==> config.mk <==
export PLATFORM = sky130hd
export DESIGN_NAME = gpio_irq_port
export DESIGN_NICKNAME = d
export VERILOG_FILES = /design/src/rtl/gpio_irq_pkg.sv /design/src/rtl/gpio_irq_sync.sv /design/src/rtl/gpio_irq_regs.sv /design/src/rtl/gpio_irq_pin.sv /design/src/rtl/gpio_irq_port.sv
export SDC_FILE = /design/constraint.sdc
export NUM_CORES = 1
export LEC_CHECK = 0
export CORE_MARGIN = 2
export CORE_UTILIZATION = 57
export DETAILED_ROUTE_END_ITERATION = 7
export GPL_TIMING_DRIVEN = 0
export PLACE_DENSITY = 0.84
export SKIP_CTS_REPAIR_TIMING = 1
export SYNTH_ARGS = -nofsm -noshare
export SYNTH_HDL_FRONTEND = slang
export SYNTH_HIERARCHICAL = 1
export SYNTH_SLANG_ARGS = --single-unit
==> constraint.sdc <==
create_clock -name clk_i -period 3.5 [get_ports clk_i]
set_input_delay 0.7 -clock clk_i [delete_from_list [all_inputs] [get_ports clk_i]]
set_output_delay 0.7 -clock clk_i [all_outputs]
set_load 0.1 [all_outputs]
==> src/rtl/gpio_irq_pkg.sv <==
package gpio_irq_pkg;

    typedef enum logic [1:0] {
        PM_OUT  = 2'b00,
        PM_IN   = 2'b01,
        PM_LVL  = 2'b10,
        PM_EDGE = 2'b11
    } pin_mode_e;

    localparam int ADDR_W = 3;

    localparam logic [ADDR_W-1:0] A_DATA    = 3'd0;
    localparam logic [ADDR_W-1:0] A_MODE_LO = 3'd1;
    localparam logic [ADDR_W-1:0] A_MODE_HI = 3'd2;
    localparam logic [ADDR_W-1:0] A_INPUT   = 3'd3;
    localparam logic [ADDR_W-1:0] A_FLAG    = 3'd4;

endpackage

==> src/rtl/gpio_irq_sync.sv <==
module gpio_irq_sync #(
    parameter int W = 8
) (
    input  logic         clk_i,
    input  logic         rst_ni,
    input  logic [W-1:0] pin_i,
    output logic [W-1:0] smp_o,
    output logic [W-1:0] prev_o
);

    typedef struct packed {
        logic [W-1:0] s1;
        logic [W-1:0] s2;
        logic [W-1:0] prev;
    } sync_t;

    sync_t st_d, st_q;

    always_comb begin
        st_d      = st_q;
        st_d.s1   = pin_i;
        st_d.s2   = st_q.s1;
        st_d.prev = st_q.s2;
    end

    always_ff @(posedge clk_i or negedge rst_ni) begin
        if (!rst_ni) st_q <= '0;
        else         st_q <= st_d;
    end

    assign smp_o  = st_q.s2;
    assign prev_o = st_q.prev;

endmodule

==> src/rtl/gpio_irq_regs.sv <==
module gpio_irq_regs
    import gpio_irq_pkg::*;
#(
    parameter int N_PINS = 8
) (
    input  logic                  clk_i,
    input  logic                  rst_ni,
    input  logic                  wr_en_i,
    input  logic [ADDR_W-1:0]     wr_addr_i,
    input  logic [N_PINS-1:0]     wr_data_i,
    input  logic [ADDR_W-1:0]     rd_addr_i,
    input  logic [N_PINS-1:0]     smp_i,
    input  logic [N_PINS-1:0]     flag_i,
    output logic [N_PINS-1:0]     data_o,
    output logic [2*N_PINS-1:0]   mode_o,
    output logic [N_PINS-1:0]     clr_cnt_o,
    output logic [N_PINS-1:0]     flag_clr_o,
    output logic [N_PINS-1:0]     rd_data_o
);

    localparam int HALF = N_PINS / 2;

    typedef struct packed {
        logic [N_PINS-1:0]   data;
        logic [2*N_PINS-1:0] mode;
    } regs_t;

    regs_t st_d, st_q;

    logic wr_data_hit, wr_lo_hit, wr_hi_hit;

    always_comb begin
        wr_data_hit = wr_en_i && (wr_addr_i == A_DATA);
        wr_lo_hit   = wr_en_i && (wr_addr_i == A_MODE_LO);
        wr_hi_hit   = wr_en_i && (wr_addr_i == A_MODE_HI);

        st_d = st_q;
        if (wr_data_hit) st_d.data = wr_data_i;
        if (wr_lo_hit)   st_d.mode[N_PINS-1:0] = wr_data_i;
        if (wr_hi_hit)   st_d.mode[2*N_PINS-1:N_PINS] = wr_data_i;
    end

    always_ff @(posedge clk_i or negedge rst_ni) begin
        if (!rst_ni) begin
            st_q.data <= '0;
            st_q.mode <= {N_PINS{PM_IN}};
        end else begin
            st_q <= st_d;
        end
    end

    for (genvar g = 0; g < N_PINS; g++) begin : g_clr
        if (g < HALF) begin : g_lo
            assign clr_cnt_o[g] = wr_data_hit || wr_lo_hit;
        end else begin : g_hi
            assign clr_cnt_o[g] = wr_data_hit || wr_hi_hit;
        end
    end

    always_comb begin
        flag_clr_o = '0;
        if (wr_en_i && (wr_addr_i == A_FLAG)) flag_clr_o = wr_data_i;
    end

    always_comb begin
        unique case (rd_addr_i)
            A_DATA:    rd_data_o = st_q.data;
            A_MODE_LO: rd_data_o = st_q.mode[N_PINS-1:0];
            A_MODE_HI: rd_data_o = st_q.mode[2*N_PINS-1:N_PINS];
            A_INPUT:   rd_data_o = smp_i;
            A_FLAG:    rd_data_o = flag_i;
            default:   rd_data_o = '0;
        endcase
    end

    assign data_o = st_q.data;
    assign mode_o = st_q.mode;

endmodule

==> src/rtl/gpio_irq_pin.sv <==
module gpio_irq_pin
    import gpio_irq_pkg::*;
#(
    parameter int QUAL = 2
) (
    input  logic      clk_i,
    input  logic      rst_ni,
    input  pin_mode_e mode_i,
    input  logic      data_i,
    input  logic      smp_i,
    input  logic      prev_i,
    input  logic      clr_cnt_i,
    input  logic      flag_clr_i,
    output logic      irq_o,
    output logic      flag_o,
    output logic      oe_o
);

    localparam int CW = $clog2(QUAL + 1);
    localparam logic [CW-1:0] CMAX = CW'(QUAL);

    typedef struct packed {
        logic [CW-1:0] cnt;
        logic          flag;
    } pin_t;

    pin_t st_d, st_q;

    logic match, edge_hit;

    always_comb begin
        match    = (mode_i == PM_LVL) && (smp_i == data_i);
        edge_hit = (mode_i == PM_EDGE) &&
                   (data_i ? (smp_i && !prev_i) : (!smp_i && prev_i));

        st_d = st_q;
        if (clr_cnt_i || !match)  st_d.cnt = '0;
        else if (st_q.cnt != CMAX) st_d.cnt = st_q.cnt + 1'b1;

        if (edge_hit)        st_d.flag = 1'b1;
        else if (flag_clr_i) st_d.flag = 1'b0;
    end

    always_ff @(posedge clk_i or negedge rst_ni) begin
        if (!rst_ni) st_q <= '0;
        else         st_q <= st_d;
    end

    assign irq_o  = ((mode_i == PM_LVL) && (st_q.cnt == CMAX)) ||
                    ((mode_i == PM_EDGE) && st_q.flag);
    assign flag_o = st_q.flag;
    assign oe_o   = (mode_i == PM_OUT);

endmodule

==> src/rtl/gpio_irq_port.sv <==
module gpio_irq_port
    import gpio_irq_pkg::*;
#(
    parameter int N_PINS      = 8,
    parameter int QUAL_CYCLES = 2
) (
    input  logic                 clk_i,
    input  logic                 rst_ni,
    input  logic [N_PINS-1:0]    pin_i,
    output logic [N_PINS-1:0]    pin_o,
    output logic [N_PINS-1:0]    pin_oe_o,
    input  logic                 wr_en_i,
    input  logic [ADDR_W-1:0]    wr_addr_i,
    input  logic [N_PINS-1:0]    wr_data_i,
    input  logic [ADDR_W-1:0]    rd_addr_i,
    output logic [N_PINS-1:0]    rd_data_o,
    output logic [N_PINS-1:0]    irq_o,
    output logic                 irq_any_o
);

    logic [N_PINS-1:0]   smp_w, prev_w, data_w, flag_w, clr_w, fclr_w;
    logic [2*N_PINS-1:0] mode_w;

    gpio_irq_sync #(.W(N_PINS)) u_sync (
        .clk_i  (clk_i),
        .rst_ni (rst_ni),
        .pin_i  (pin_i),
        .smp_o  (smp_w),
        .prev_o (prev_w)
    );

    gpio_irq_regs #(.N_PINS(N_PINS)) u_regs (
        .clk_i      (clk_i),
        .rst_ni     (rst_ni),
        .wr_en_i    (wr_en_i),
        .wr_addr_i  (wr_addr_i),
        .wr_data_i  (wr_data_i),
        .rd_addr_i  (rd_addr_i),
        .smp_i      (smp_w),
        .flag_i     (flag_w),
        .data_o     (data_w),
        .mode_o     (mode_w),
        .clr_cnt_o  (clr_w),
        .flag_clr_o (fclr_w),
        .rd_data_o  (rd_data_o)
    );

    for (genvar g = 0; g < N_PINS; g++) begin : g_pin
        gpio_irq_pin #(.QUAL(QUAL_CYCLES)) u_pin (
            .clk_i      (clk_i),
            .rst_ni     (rst_ni),
            .mode_i     (pin_mode_e'(mode_w[2*g +: 2])),
            .data_i     (data_w[g]),
            .smp_i      (smp_w[g]),
            .prev_i     (prev_w[g]),
            .clr_cnt_i  (clr_w[g]),
            .flag_clr_i (fclr_w[g]),
            .irq_o      (irq_o[g]),
            .flag_o     (flag_w[g]),
            .oe_o       (pin_oe_o[g])
        );
    end

    assign pin_o = data_w;

    always_comb begin
        irq_any_o = 1'b0;
        for (int i = 0; i < N_PINS; i++) irq_any_o = irq_any_o | irq_o[i];
    end

endmodule

# --- Word-level counts from Yosys, hierarchy flattened ---
# Index checks and enable logic that the tools add are counted.
# W data, S select, Z words.
totals:
  ff_bits: 72
  input_bits: 25
  out_inout_bits: 33
  word_cells: 246
op_classes:
  add_sub_neg: 8
  eq_ne: 47
  muxes: 42
  bitwise_logic: 7
  n_reduce_logical: 120
ops:
  columns: ["cell", "n"]
  rows:
  - ["$logic_and A1 B1 Y1", 52]
  - ["$eq A2 B2 Y1 const B", 24]
  - ["$pmux W8 S5", 1]
  - ["$mux W2", 16]
  - ["$reduce_bool A2 Y1", 16]
  - ["$logic_not A1 Y1", 24]
  - ["$mux W1", 24]
  - ["$logic_or A1 B1 Y1", 18]
  - ["$add A2 B1 Y2 const B", 8]
  - ["$logic_not A2 Y1", 8]
  - ["$ne A2 B2 Y1 const B", 8]
  - ["$eq A3 B2 Y1 const B", 3]
  - ["$eq A1 B1 Y1", 8]
  - ["$mux W8", 1]
  - ["$or A1 B1 Y1", 7]
  - ["$eq A3 B1 Y1 const B", 2]
  - ["$eq A3 B3 Y1 const B", 2]
  - ["$logic_not A3 Y1", 2]

# --- Depth between registers and ports, before layout ---
logic_depth:
  word_depth: 10
  depth_mapped: 7
  mapped_depth_nobuf: 6

# --- Modules after synthesis ---
# Netlist, hierarchy kept.
by_module_without_submodules:
  columns: ["mod", "n_inst", "cells_each", "area_each_um2", "seq_area_each_um2"]
  rows:
  - ["gpio_irq_pin", 8, 21, 183.9, 75.1]
  - ["gpio_irq_regs", 1, 121, 1413.9, 610.6]
  - ["gpio_irq_sync", 1, 32, 660.6, 600.6]
  - ["gpio_irq_port", 1, 3, 16.3, 0.0]

# --- Worst setup path before layout ---
# Ideal clock, no wire load.
synth_path:
  path_type: "reg2out"
  startpoint: "register g_pin[1].u_pin/st_q[1] (netlist bit)"
  endpoint: "output port irq_any_o"
  arrival_time_ns: 2.985
  required_ns: 2.800
  setup_slack_ns: -0.185
  path_stages_with_launch: 7
  path_buffers: 0
  cell_sequence: "dfrtp_1 > inv_1 > ha_1 > mux2i_1 > nor2b_1 > nor4_1 > nand2_1"
synth_via:
  elab_chain_cells: 10
synth_lines:
  columns: ["element", "line_no", "text"]
  rows:
  - ["from (decl)", "gpio_irq_pin.sv:27", "pin_t st_d, st_q;"]
  - ["from (signal assigned)", "gpio_irq_pin.sv:46", "else st_q <= st_d;"]
  - ["$eq A2 B2 Y1", "gpio_irq_pin.sv:49", "assign irq_o = ((mode_i == PM_LVL) && (st_q.cnt == CMAX)) ||"]
  - ["$logic_and A1 B1 Y1", "gpio_irq_pin.sv:49", null]
  - ["$logic_or A1 B1 Y1", "gpio_irq_pin.sv:49", null]
  - ["net irq_o[1]", "gpio_irq_port.sv:17", "output logic [N_PINS-1:0] irq_o,"]
  - ["$or A1 B1 Y1 (7 in series)", "gpio_irq_port.sv:68", "for (int i = 0; i < N_PINS; i++) irq_any_o = irq_any_o | irq_o[i];"]
  - ["to (decl)", "gpio_irq_port.sv:18", "output logic irq_any_o"]
# The timed path passes the listed nets, and every way through them passes these cells.

# --- Final worst setup path ---
layout_path:
  startpoint: "input port rd_addr_i[2]"
  endpoint: "output port rd_data_o[6]"
layout_via:
  elab_chain_cells: 2
layout_lines:
  columns: ["element", "line_no", "text"]
  rows:
  - ["from (decl)", "gpio_irq_port.sv:15", "input logic [ADDR_W-1:0] rd_addr_i,"]
  - ["$eq A3 B3 Y1 (tied with other cells)", "gpio_irq_regs.sv:66", "unique case (rd_addr_i)"]
  - ["$pmux W8 S5 *", "gpio_irq_regs.sv:66", null]
  - ["to (decl)", "gpio_irq_port.sv:16", "output logic [N_PINS-1:0] rd_data_o,"]
# Mark *: on every way between the ends. The rest lies on a longest branch, timed or not.

==> qor.csv <==
stage;metric;value;unit
floorplan;IO Count;58;
drt;# DRC;0;
synth;Yosys top cell area share;45.0;%
sta;max_slew headroom;33.4;%
global_route;pin count of the biggest net entering global routing;73;
worst_setup_path;worst path cell trace;clkdlybuf4s50_1, clkbuf_1, mux2i_1, nor3_1, a311o_1, clkbuf_2;
job;# Max-Cap Violations;0;
floorplan;chip width;83.1;um
power_and_ir_drop;switch share;45.9;%
worst_setup_path;Buf+Inv Stages, Crit Path;3;
worst_setup_path;critical path class;in2out;
drt;Detailed Routing Iterations Pass 1;4;
clock_tree;Num CTS Buffers;9;
cells_and_area;P&R area growth vs syn;22.7;%
cells_and_area;fraction of layout cells with a size suffix above 1;23.0;%
worst_setup_path;reg2reg start;u_sync/smp_o[4]$_DFF_PN0_;
power_and_ir_drop;PD cells;694;nW/um^2
hold_path;Hold EP;u_sync/smp_o[0]$_DFF_PN0_;
synth;Avg Cell Area, Syn;11.0;sq um
place;IO buf count;56;
worst_setup_path;Worst EP arrival;2.68;ns
sta;Setup WS post-layout;0.118;ns
floorplan;Rows;28;
clock_tree;CTS tree;done;
global_route;GRT Total Usage;24.3;%
hold_path;Worst Hold Path Cells;0;
floorplan;DIE HEIGHT;83.1;um
place;DP HPWL;5500;um
clock_tree;Clk Latency, worst-skew pair;0.35;ns
worst_setup_path;crit end category;primary output;
sta;total negative slack;0;ns
global_route;global-route wire length before repair;13300;um
hold_path;Hold Startpoint;u_sync/st_d[8]$_DFF_PN0_;
drt;total number of vias;2600;
cells_and_area;# fillers;449;
clock_tree;H-tree depth;3;
synth;Unique masters post-synth;28;
sta;RSZ-0062 raised after global routing;no;
sta;Least-Margin Pin Slew;0.991;ns
drt;DRC marker count from the first detailed-route iteration;179;
clock_tree;clk sinks;72;
power_and_ir_drop;Psw;1.39;mW
outcome;status;completed;
power_and_ir_drop;sequential power share;38.3;%
synth;Netlist Area Pre-Place;3560;sq um
floorplan;die area;6900;sq um
sta;min cycle time layout;3.38;ns
power_and_ir_drop;leakage;1.88;nW
power_and_ir_drop;Comb power frac;42.7;%
synth;FF+latch count, synth;72;
drt;WL/cell;16.7;um
worst_setup_path;flop-to-flop setup slack;2.43;ns
clock_tree;clk buf depth;2;
sta;fin crit share;96.6;%
synth;Synth area leader;dfrtp_1;
cells_and_area;Storage cell area;1810;sq um
sta;Hold Vio Cnt, Final;0;
sta;Final Slew Violations;0;
synth;Yosys warnings;6;
sta;Max Freq;296;MHz
cells_and_area;Antenna diodes;0;
cells_and_area;Net count, final;424;
power_and_ir_drop;Clk network pwr share;19.0;%
power_and_ir_drop;Total Power;3.03;mW
sta;final setup skew;0.00559;ns
place;pre-CTS WS;-0.460;ns
synth;Main synth FF type;dfrtp_1;
power_and_ir_drop;worst vdd ir;0.595;mV
synth;ranking of synthesized cells by area;dfrtp_1 (45%), mux2_2 (9.8%), dfstp_2 (5.9%);
worst_setup_path;reg-to-reg critical path endpoint;g_pin[4].u_pin/flag_o$_DFFE_PN0P_;
global_route;Congestion Overflow GR;0;
synth;cell count after synthesis;324;
global_route;initial antenna violation count;0;
sta;final setup fails;0;
synth;Post-synth EDFFs;0;
worst_setup_path;Worst path slowest cell;clkdlybuf4s50_1;
clock_tree;clk slew on worst S/H paths;0.07;ns
synth;sequential fraction of the synthesis area;50.9;%
drt;routed vias/inst;5.52;
power_and_ir_drop;Internal Power;1.64;mW
cells_and_area;area of the multi-input gates;1570;sq um
worst_setup_path;CP startpoint kind;primary input;
worst_setup_path;R2R depth;4;
global_route;vias in the first global route;2678;
worst_setup_path;CP max stage delay;0.51;ns
worst_setup_path;delay-heaviest family, CP;buffers and inverters;
drt;Antenna Violating Nets Remaining;0;
synth;FFs w/ async S/R, synth;100;%
synth;Mapped Nets;357;
clock_tree;Clk Tree Root Cell;clkbuf_8;
worst_setup_path;Critical Path RT;2.80;ns
hold_path;HP Class;reg2reg;
cells_and_area;final core occ;72.9;%
worst_setup_path;critical path peak fanout;10;
drt;WL final;7870;um
floorplan;Core ar.;5990;sq um
sta;final hold slack;0.355;ns
place;gp weighted congestion;0.827;
floorplan;Initial Util;59.5;%
metrics by stage:
step,cell area [sq um],instances
5_1_grt,4370,471
3_3_place_gp,4240,455
2_1_floorplan,3580,324
6_report,4370,471
4_1_cts,4410,471
3_5_place_dp,4230,455
routing by layer:
layer | part of all wire [%] | track usage (%) | vias up
li1 | - | - | 1250
met1 | 44 | 32.4 | 1275
met2 | 50 | 39.7 | 64
met3 | 4.3 | 6.36 | 11
met4 | 1.5 | 6.86 | 0
met5 | 0 | 0 | -
worst max-delay path by stage:
| stage | end | cells after the start | from | slack, ns |
|---|---|---|---|---|
| after global routing | rd_data_o[6] | 6 | rd_addr_i[2] | 0.05 |
| after CTS | rd_data_o[6] | 6 | rd_addr_i[2] | -0.48 |
| after detailed placement | rd_data_o[7] | 5 | rd_addr_i[1] | -0.46 |
| after global placement | u_sync/smp_o[7]$_DFF_PN0_ | 1 | rst_ni | -0.67 |
| after floorplan | rd_data_o[0] | 5 | rd_addr_i[0] | 0.01 |
| final | rd_data_o[6] | 6 | rd_addr_i[2] | 0.12 |
worst register-to-register path: stages, from the launching register on:
cell and delay, ns:
dfrtp_1 0.39, buf_4 0.15, nand2b_1 0.14, o22ai_1 0.15
a32o_1 0.18
logic make-up after synthesis:
kind of cell | after synthesis | synth area share [%]
simple gates | 103 | 15.3
flops | 72 | 50.9
compound gates | 46 | 8.75
mux | 41 | 12.6
buf+inv | 38 | 5.76
xor+xnor | 16 | 3.93
fa+ha+maj | 8 | 2.81
Yosys cell counts, types with 2 or more instances:
cell type and number:
nand2_1 10, nor3_1 2, clkbuf_1 5, nor3b_1 8, o22ai_1 15, mux2i_1 10, buf_4 14, a32o_1 8
nor2b_1 10, nand3_1 8, mux2_2 31, inv_1 16, nor2_1 43, a21oi_1 15, buf_2 2, xor2_1 8
and2_1 8, dfrtp_1 64, xnor2_1 8, ha_1 8, nand2b_1 9, nor4_1 2, dfstp_2 8, a22oi_1 7
nor3b_4 2
cells in the final DEF (no fill, tap or decap), types with 3 or more instances in the layout:
cell / count
clkbuf_2: 8
buf_4: 15
ha_1: 8
nor3b_1: 8
a22oi_1: 7
nand2_1: 10
mux2i_1: 10
dfrtp_1: 64
clkbuf_1: 6
o22ai_1: 15
inv_1: 16
nand2b_1: 9
a21oi_1: 15
nand3_1: 8
clkdlybuf4s50_1: 46
and2_1: 8
clkinvlp_4: 3
a32o_1: 8
nor2b_2: 8
dfstp_2: 8
mux2_2: 31
xnor2_1: 8
nor2_1: 43
xor2_1: 8
clkbuf_8: 9
power by group through the flow:
stage | combinational, mW | sequential [mW] | clock [mW]
after CTS | 1.31 | 1.16 | 0.592
after global routing | 1.36 | 1.18 | 0.633
after floorplan | 0.874 | 1.27 | 0
after global placement | 1.29 | 1.16 | 0
after detailed placement | 1.31 | 1.17 | 0
final | 1.29 | 1.16 | 0.577
sequential cells by signal, summed over array words and instances (netlist names):
register,count
g_pin.u_pin/flag_o,8
g_pin.u_pin/st_q,16
u_regs/data_o,8
u_regs/mode_o,16
u_sync/prev_o,8
u_sync/smp_o,8
u_sync/st_d,8
final cells by class:
type                    instances  area share, %
clock inverters                 6           1.03
flip-flops and latches         72           41.5
well taps                      75           2.15
repair buffers                 56           11.9
clock buffers                  10           2.92
inverters                      16           1.37
plain buffers                  22           3.32
multi-input cells             214           35.8
No activity file was read; power rests on OpenSTA's default activity.
